==> config.mk <==
export PLATFORM = sky130hd
export DESIGN_NAME = dram_wake_refresh
export DESIGN_NICKNAME = d
export VERILOG_FILES = /design/src/rtl/dram_wake_refresh_pkg.sv /design/src/rtl/dram_wake_refresh.sv
export SDC_FILE = /design/constraint.sdc
export NUM_CORES = 1
export LEC_CHECK = 0
export BUFFER_PORTS_ARGS = -buffer_cell sky130_fd_sc_hd__buf_2
export CORE_MARGIN = 1.5
export CORE_UTILIZATION = 55
export CTS_BUF_LIST = sky130_fd_sc_hd__clkbuf_16
export CTS_CLUSTER_DIAMETER = 100
export DETAILED_ROUTE_END_ITERATION = 7
export GPL_ROUTABILITY_DRIVEN = 0
export PLACE_DENSITY = 0.73
export SLEW_MARGIN = 10
export SYNTH_ARGS = -nofsm -noshare
export SYNTH_HDL_FRONTEND = slang
export SYNTH_SLANG_ARGS = --single-unit
==> constraint.sdc <==
create_clock -name clk -period 2.5 [get_ports clk]
set_clock_uncertainty 0.1 [all_clocks]
set_input_delay 0.125 -clock clk [delete_from_list [all_inputs] [get_ports clk]]
set_output_delay 0.125 -clock clk [all_outputs]
set_load 0.03 [all_outputs]
==> src/rtl/dram_wake_refresh_pkg.sv <==
package dram_wake_refresh_pkg;
    typedef enum logic [2:0] {
        ST_PAUSE  = 3'd0,
        ST_IDLE   = 3'd1,
        ST_ACCESS = 3'd2,
        ST_PRE    = 3'd3,
        ST_CSR    = 3'd4,
        ST_ACT    = 3'd5,
        ST_REC    = 3'd6
    } seq_state_e;
endpackage

==> src/rtl/dram_wake_refresh.sv <==
module dram_wake_refresh
    import dram_wake_refresh_pkg::*;
#(
    parameter int CLK_MHZ   = 100,
    parameter int PAUSE_CYC = CLK_MHZ * 100,
    parameter int TRP_CYC   = (CLK_MHZ * 40 + 999) / 1000,
    parameter int TRAS_CYC  = (CLK_MHZ * 60 + 999) / 1000,
    parameter int TCSR_CYC  = (CLK_MHZ * 10 + 999) / 1000,
    parameter int REF_CYC   = CLK_MHZ * 64000,
    parameter int ROWS      = 4096,
    parameter int WAKE_N    = 8
) (
    input  logic                    clk,
    input  logic                    rst_n,
    input  logic                    cbr_mode,
    input  logic                    acc_req,
    input  logic                    acc_wr,
    output logic                    acc_gnt,
    output logic                    rdy,
    output logic                    ovd,
    output logic                    ras_n,
    output logic                    cas_n,
    output logic                    we_n,
    output logic                    oe_n,
    output logic                    row_oe,
    output logic [$clog2(ROWS)-1:0] ref_row
);
    localparam int RW    = $clog2(ROWS);
    localparam int INT_C = REF_CYC / ROWS;
    localparam int M1    = (PAUSE_CYC > TRAS_CYC) ? PAUSE_CYC : TRAS_CYC;
    localparam int M2    = (TRP_CYC > TCSR_CYC) ? TRP_CYC : TCSR_CYC;
    localparam int MAXT  = (M1 > M2) ? M1 : M2;
    localparam int TW    = $clog2(MAXT + 1);
    localparam int WDW   = $clog2(REF_CYC + 1);
    localparam int IW    = $clog2(INT_C + 1);
    localparam int KW    = $clog2(WAKE_N + 1);

    typedef struct packed {
        seq_state_e     st;
        logic [TW-1:0]  tmr;
        logic [WDW-1:0] wd;
        logic [IW-1:0]  ivl;
        logic [KW-1:0]  wake;
        logic           pend;
        logic           ready;
        logic           overdue;
        logic           cbr;
        logic           hid;
        logic [RW-1:0]  row;
    } regs_t;

    regs_t q, d;

    always_comb begin
        d = q;
        if (q.st != ST_PAUSE && q.wd < WDW'(REF_CYC - 1))
            d.wd = q.wd + 1'b1;
        case (q.st)
            ST_PAUSE: begin
                if (q.tmr == '0) begin
                    d.st   = ST_IDLE;
                    d.wake = KW'(WAKE_N);
                end else begin
                    d.tmr = q.tmr - 1'b1;
                end
            end
            ST_IDLE: begin
                if (q.wake != '0 || q.pend) begin
                    d.st  = ST_PRE;
                    d.tmr = TW'(TRP_CYC - 1);
                    d.cbr = cbr_mode;
                end else if (acc_req && q.ready) begin
                    d.st = ST_ACCESS;
                end
            end
            ST_ACCESS: begin
                if (!acc_req) begin
                    if (q.wake != '0 || q.pend) begin
                        d.st  = ST_PRE;
                        d.tmr = TW'(TRP_CYC - 1);
                        d.cbr = cbr_mode;
                        d.hid = acc_wr && (q.wake == '0);
                    end else begin
                        d.st = ST_IDLE;
                    end
                end
            end
            ST_PRE: begin
                if (q.tmr == '0) begin
                    d.st  = q.cbr ? ST_CSR : ST_ACT;
                    d.tmr = q.cbr ? TW'(TCSR_CYC - 1) : TW'(TRAS_CYC - 1);
                end else begin
                    d.tmr = q.tmr - 1'b1;
                end
            end
            ST_CSR: begin
                if (q.tmr == '0) begin
                    d.st  = ST_ACT;
                    d.tmr = TW'(TRAS_CYC - 1);
                end else begin
                    d.tmr = q.tmr - 1'b1;
                end
            end
            ST_ACT: begin
                if (q.tmr == '0) begin
                    d.st   = ST_REC;
                    d.tmr  = TW'(TRP_CYC - 1);
                    d.wd   = '0;
                    d.row  = q.row + 1'b1;
                    d.hid  = 1'b0;
                    d.pend = 1'b0;
                    if (q.wake != '0) begin
                        d.wake = q.wake - 1'b1;
                        if (q.wake == KW'(1)) begin
                            d.ready   = 1'b1;
                            d.overdue = 1'b0;
                        end
                    end
                end else begin
                    d.tmr = q.tmr - 1'b1;
                end
            end
            ST_REC: begin
                if (q.tmr == '0) d.st = ST_IDLE;
                else             d.tmr = q.tmr - 1'b1;
            end
            default: d.st = ST_IDLE;
        endcase
        // distributed refresh request
        if (q.st != ST_PAUSE) begin
            if (q.ivl == IW'(INT_C - 1)) begin
                d.ivl = '0;
                if (q.wake == '0) d.pend = 1'b1;
            end else begin
                d.ivl = q.ivl + 1'b1;
            end
        end
        // retention watchdog: replay the wake-up burst
        if (q.st != ST_PAUSE && !q.overdue && q.wd == WDW'(REF_CYC - 1)) begin
            d.overdue = 1'b1;
            d.ready   = 1'b0;
            d.wake    = KW'(WAKE_N);
            d.pend    = 1'b0;
        end
    end

    always_ff @(posedge clk) begin
        if (!rst_n) begin
            q       <= '0;
            q.st    <= ST_PAUSE;
            q.tmr   <= TW'(PAUSE_CYC - 1);
        end else begin
            q <= d;
        end
    end

    assign acc_gnt = (q.st == ST_ACCESS);
    assign rdy     = q.ready;
    assign ovd     = q.overdue;
    assign ras_n   = (q.st != ST_ACT);
    assign cas_n   = !(q.cbr && (q.st == ST_CSR || q.st == ST_ACT));
    assign we_n    = !(q.hid && (q.st == ST_PRE || q.st == ST_CSR || q.st == ST_ACT));
    assign oe_n    = 1'b1;
    assign row_oe  = (q.st == ST_ACT) && !q.cbr;
    assign ref_row = q.row;

    // the array is only granted once the wake-up burst is done
    a_r2_grant_after_ready: assert property (@(posedge clk) disable iff (!rst_n)
        $rose(acc_gnt) |-> $past(rdy));
    // row strobe never falls without the column strobe already low in cbr style
    a_r3_cas_first: assert property (@(posedge clk) disable iff (!rst_n)
        ($fell(ras_n) && !row_oe) |-> $past(!cas_n));
    // no refresh strobe while the access port owns the array
    a_r7_quiet_in_access: assert property (@(posedge clk) disable iff (!rst_n)
        acc_gnt |-> (ras_n && cas_n));
    // grant is held while the request stays high
    a_r7_grant_held: assert property (@(posedge clk) disable iff (!rst_n)
        (acc_gnt && acc_req) |=> acc_gnt);
    // overdue and loss of ready happen together
    a_r9_ovd_drops_rdy: assert property (@(posedge clk) disable iff (!rst_n)
        $rose(ovd) |-> (!rdy && $past(rdy)));
    // output enable never asserted
    a_r8_oe_high: assert property (@(posedge clk) disable iff (!rst_n) oe_n);
endmodule

# Yosys cells after proc, flatten, opt, wreduce, memory -nomap -nowiden
# Cells that the tools add are included.
[op_classes]
add_sub_neg = 5
n_lt_le_gt_ge = 1
n_eq_ne = 24
mux = 38
bitwise_logic = 1
n_reduce_logical = 41
[ops]
columns = ["op", "count"]
rows = [
  ["$pmux 14 s6", 1],
  ["$mux 14", 5],
  ["$mux 23", 3],
  ["$mux 3", 8],
  ["$reduce_and 4->1", 6],
  ["$add 23x1->23 const B", 1],
  ["$eq 23x23->1 const B", 1],
  ["$lt 23x23->1 const B", 1],
  ["$pmux 3 s6", 1],
  ["$mux 17", 1],
  ["$ne 2x2->1 const B", 8],
  ["$ne 3x3->1 const B", 5],
  ["$logic_not 14->1", 1],
  ["$mux 7", 2],
  ["$reduce_bool 2->1", 7],
  ["$sub 14x1->14 const B", 1],
  ["$mux 13", 1],
  ["$add 12x1->12 const B", 1],
  ["$add 11x1->11 const B", 1],
  ["$eq 11x11->1 const B", 1],
  ["$mux 11", 1],
  ["$mux 2", 5],
  ["$eq 3x3->1 const B", 3],
  ["$logic_and 1x1->1", 8],
  ["21 further kinds", 37],
]
[totals]
regBits = 72
inputBits = 5
out_inout_bits = 20
wordCells = 122

# Logic depth before layout (Yosys ltp)
[logic_depth]
depth_word = 9
mapped_depth = 8
depth_no_buf = 7

# Least setup slack after synthesis
# Ideal clock, no wire load.
[synth_timing]
path_type = "register to register"
from = "reg q[71] (netlist name)"
to = "reg q (netlist bit ref_row[10])"
setup_time_ns = 0.072
arrival_ns = 2.125
required_time_ns = 2.328
setup_slack_ns = 0.203
path_stages_with_launch = 8
n_path_buf = 2
period_less_slack_ns = 2.297
cell_sequence = "dfxtp_1 buf_2 nand3b_1 nor2b_1 clkbuf_1 nand3_1 or4_1 a21oi_1"
[synth_via]
elab_chain_len = 2
[synth_lines]
columns = ["item", "line_no", "source"]
rows = [
  ["from (decl)", "dram_wake_refresh.sv:52", "regs_t q, d;"],
  ["$eq 3x3->1", "dram_wake_refresh.sv:58", "case (q.st)"],
  ["$reduce_and 2->1 (no line)", "--", ""],
]
# No other way between the ends.
# A chain may end at the register's enable or synchronous reset.

# Worst setup path after layout
[layout_timing]
from = "reg q[46] (netlist name)"
to = "reg q[17] (netlist name)"
[layout_via]
elab_chain_len = 3
[layout_lines]
columns = ["item", "line_no", "source"]
rows = [
  ["$eq 23x23->1", "dram_wake_refresh.sv:139", "if (q.st != ST_PAUSE && !q.overdue && q.wd == WDW'(REF_CYC - 1)) begin"],
  ["$logic_and 1x1->1", "dram_wake_refresh.sv:139", ""],
  ["$reduce_or 2->1 (no line)", "--", ""],
]
# No other way between the ends.

==> flow_summary.yaml <==
worst_setup_path:
  crit_path_end_kind: "register"
  slowest_stage: "or4b_2"
  cpPeakStageDelay_ns: 0.70
  cp-start-kind: "register"
  critical_path.cell_chain: "or4b_2, or3_1, or4_4, nand2_1, nor3_1"
  critPathKind: "reg -> reg"
  cp_num_buf_inv: 0
  crit_family: "simple AND/OR/NAND/NOR gates"
  required_ns: 2.61
  cp.depth: 5
  cp_max_fo: 6
  reg2regPathDepth: 5
  arrival_ns: 2.44
sta:
  hold_slack_ns: 0.0506
  setup_tns_ns: 0
  fmax_mhz: 430
  period_share: 0.930
  slew_viol_final: 0
  hold_violations: 0
  min_period_ns: 2.33
  worst_pin_slew_ns: 0.532
  finalSetupViolCount: 0
  rsz0062_at_grt: "no"
  max_slew_margin: 0.645
synth:
  synth_top_family_by_area: "simple AND/OR/NAND/NOR gates"
  syn_nets: 500
  synth_xor_area_frac: 0.0704
  yosys_warnings: 0
  yosysTopAreaCellShare: 0.362
  synthesis.area_um2: 3980
  ys_ff_latch: 72
  synth_edf_count: 0
  synth_cell_types: 64
  synth_top_cells_by_count: "dfxtp_1, nor2_1, nand2_1"
  synth_adder_area_share: 0.0251
  async_reset_ff_frac: 0
  synth-simple-area-share: 0.297
  ys_seq_area_frac: 0.362
  synth_compound_area_frac: 0.171
  synth_flop_cell: "dfxtp_1"
  yosys-top-cells-area: "dfxtp_1, nor2_1, xnor2_1, nand3_1, nand2_1"
  synth.largest_area_cell: "dfxtp_1"
  syn_area_per_cell_um2: 8.18
  synth_cells: 487
  muxShareOfSynthArea: 0.0101
  synth.most_common_cell: "dfxtp_1"
drt:
  wire_per_inst_um: 14.7
  viasPerCell: 5.91
  drt-pass1-iter-count: 5
  via_count: 3613
  drt_iter0_markers: 305
  drc_errors: 0
  ant_nets: 0
  drt_wl_total_mm: 8.96
cts:
  numCtsBuffers: 9
  clock_sinks: 72
  cts_setup_buffers: 0
  cts_max_level: 3
  cts_buffer_depth: 2
  clock-root-buffer: "clkbuf_16"
  cts_tree: "built"
  clkTransAtPathRegs_ns: 0.06
  clock_latency_ns: 0.33
global_route:
  grt_pass1_vias: 3235
  antenna_found_initial: 0
  grt_first_pass_wirelength_mm: 14.9
  track_usage: 0.244
  grt_overflow: 0
  grt_max_degree: 24
worst_hold_path:
  hp-class: "in -> reg"
  holdPathStages: 2
power:
  clkPwrFrac: 0.429
  finalPower_w: 0.00322
  p_sw_w: 0.000928
  cell_internal_pwr_w: 0.00229
  pwr-share-seq: 0.403
  p_comb_frac: 0.168
  p_sw_frac: 0.288
  p_leak_nw: 1.62
  p_per_area_nw_per_um2: 710
  peakVddDrop_v: 0.000443
flow_run:
  drv_cap: 0
layout:
  drive_above_1_share: 0.138
  area_growth_syn_to_layout_pct: 14.0
  layout.nets: 523
  diodes: 0
floorplanning:
  rows: 30
  ioPinCount: 25
  die-area_um2: 7760
  initial_core_util: 0.576
  die_h_um: 88.1
  die_w_um: 88.1
  fp.coreArea_um2: 6910
placement:
  dp_hpwl_mm: 6.22
  io_buffers: 23
outcome:
  outcome: "finished, final reports clean"
==> final timing paths <==
| path | slack (ns) | to | start |
|---|---|---|---|
| max | 0.17 | q[17] | q[46] |
| min | 0.05 | q[63] | rst_n |
| max reg2reg | 0.17 | q[17] | q[46] |
| min reg2reg | 0.37 | ref_row[11] | ref_row[11] |
==> placed cells by master (no fill, tap or decap), types with 3 or more instances in the layout <==
| cell type | netlist | final |
|---|---|---|
| or3_1 | 13 | 13 |
| o21ai_0 | 19 | 19 |
| o31ai_1 | 7 | 7 |
| o311ai_0 | 4 | 4 |
| and2_1 | 4 | 4 |
| dfxtp_1 | 72 | 72 |
| nand3_1 | 25 | 25 |
| a21oi_1 | 22 | 22 |
| o21a_1 | 8 | 8 |
| and4_1 | 8 | 8 |
| and3_1 | 7 | 7 |
| xnor2_1 | 19 | 19 |
| nor2b_1 | 5 | 5 |
| ha_1 | 8 | 8 |
| nand2b_1 | 6 | 6 |
| buf_4 | 14 | 22 |
| xor2_1 | 13 | 13 |
| or4_1 | 4 | 4 |
| nor2_1 | 54 | 54 |
| a31oi_1 | 6 | 6 |
| nand3b_1 | 3 | 3 |
| nand2_1 | 32 | 32 |
| buf_2 | 5 | 23 |
| mux2i_1 | 4 | 4 |
| nor4_1 | 15 | 15 |
| nand4_1 | 14 | 14 |
| nor3_1 | 14 | 14 |
| clkbuf_16 | 0 | 9 |
| o211ai_1 | 6 | 6 |
| inv_1 | 16 | 17 |
| a211oi_1 | 5 | 4 |
==> through the flow <==
step	cell area, um2	std cells	utilization	setup slack (ns)
finish	4540	611	0.657	0.175
global route	4540	611	0.657	0.0442
CTS	4530	611	0.656	0.134
detailed placement	4190	593	0.607	0.197
global placement	4190	593	0.607	0.236
floorplan	3980	487	-	0.203
==> state kept, by name (all words and copies together) (netlist names) <==
register,cells
ref_row,12
q,58
ovd,1
rdy,1
==> power by group through the flow <==
stage	registers [W]	clock network (W)	logic, W
after floorplan	0.00128	0	0.000409
after global placement	0.00132	0	0.000506
after detailed placement	0.00132	0	0.000521
after CTS	0.00130	0.00140	0.000531
after global routing	0.00131	0.00146	0.000596
final	0.00130	0.00138	0.000541
==> metal layers <==
layer | vias up | share of wire | global-route usage
met2 | 93 | 0.48 | 0.414
met3 | 10 | 0.041 | 0.0349
met5 | - | 0 | 0
met1 | 1690 | 0.47 | 0.313
met4 | 0 | 0.015 | 0.0966
li1 | 1820 | - | -
==> final cells by class <==
class | count | area [um2]
Sequential cell | 72 | 1440
Tap cell | 96 | 120
Clock inverter | 7 | 96.3
Multi-Input combinational cell | 363 | 2290
Inverter | 17 | 63.8
Timing Repair Buffer | 47 | 300
Clock buffer | 9 | 225
Fill cell | 634 | 2370
==> worst reg2reg max path, delay by kind of cell (launching register included) <==
family / cells / cell delay, ns
simple gates: 5 / 1.76
flops: 1 / 0.34
==> cell families (layout without fill, tap and decap cells) <==
family,after synthesis,count (layout)
AO/OA/AOI/OAI,100,100
XOR/XNOR,32,32
flip-flops,72,72
AND/OR/NAND/NOR,218,218
multiplexers,4,4
adder cells (fa/ha/maj),8,8
buffers and inverters,52,80
other,1,1
==> repair_timing <==
item	in CTS	in global routing
hold buffers	2	0
setup endpoints to repair	0	2
hold endpoints to repair	2	0
gates resized for setup	0	1
No activity file was read; power rests on OpenSTA's default activity.
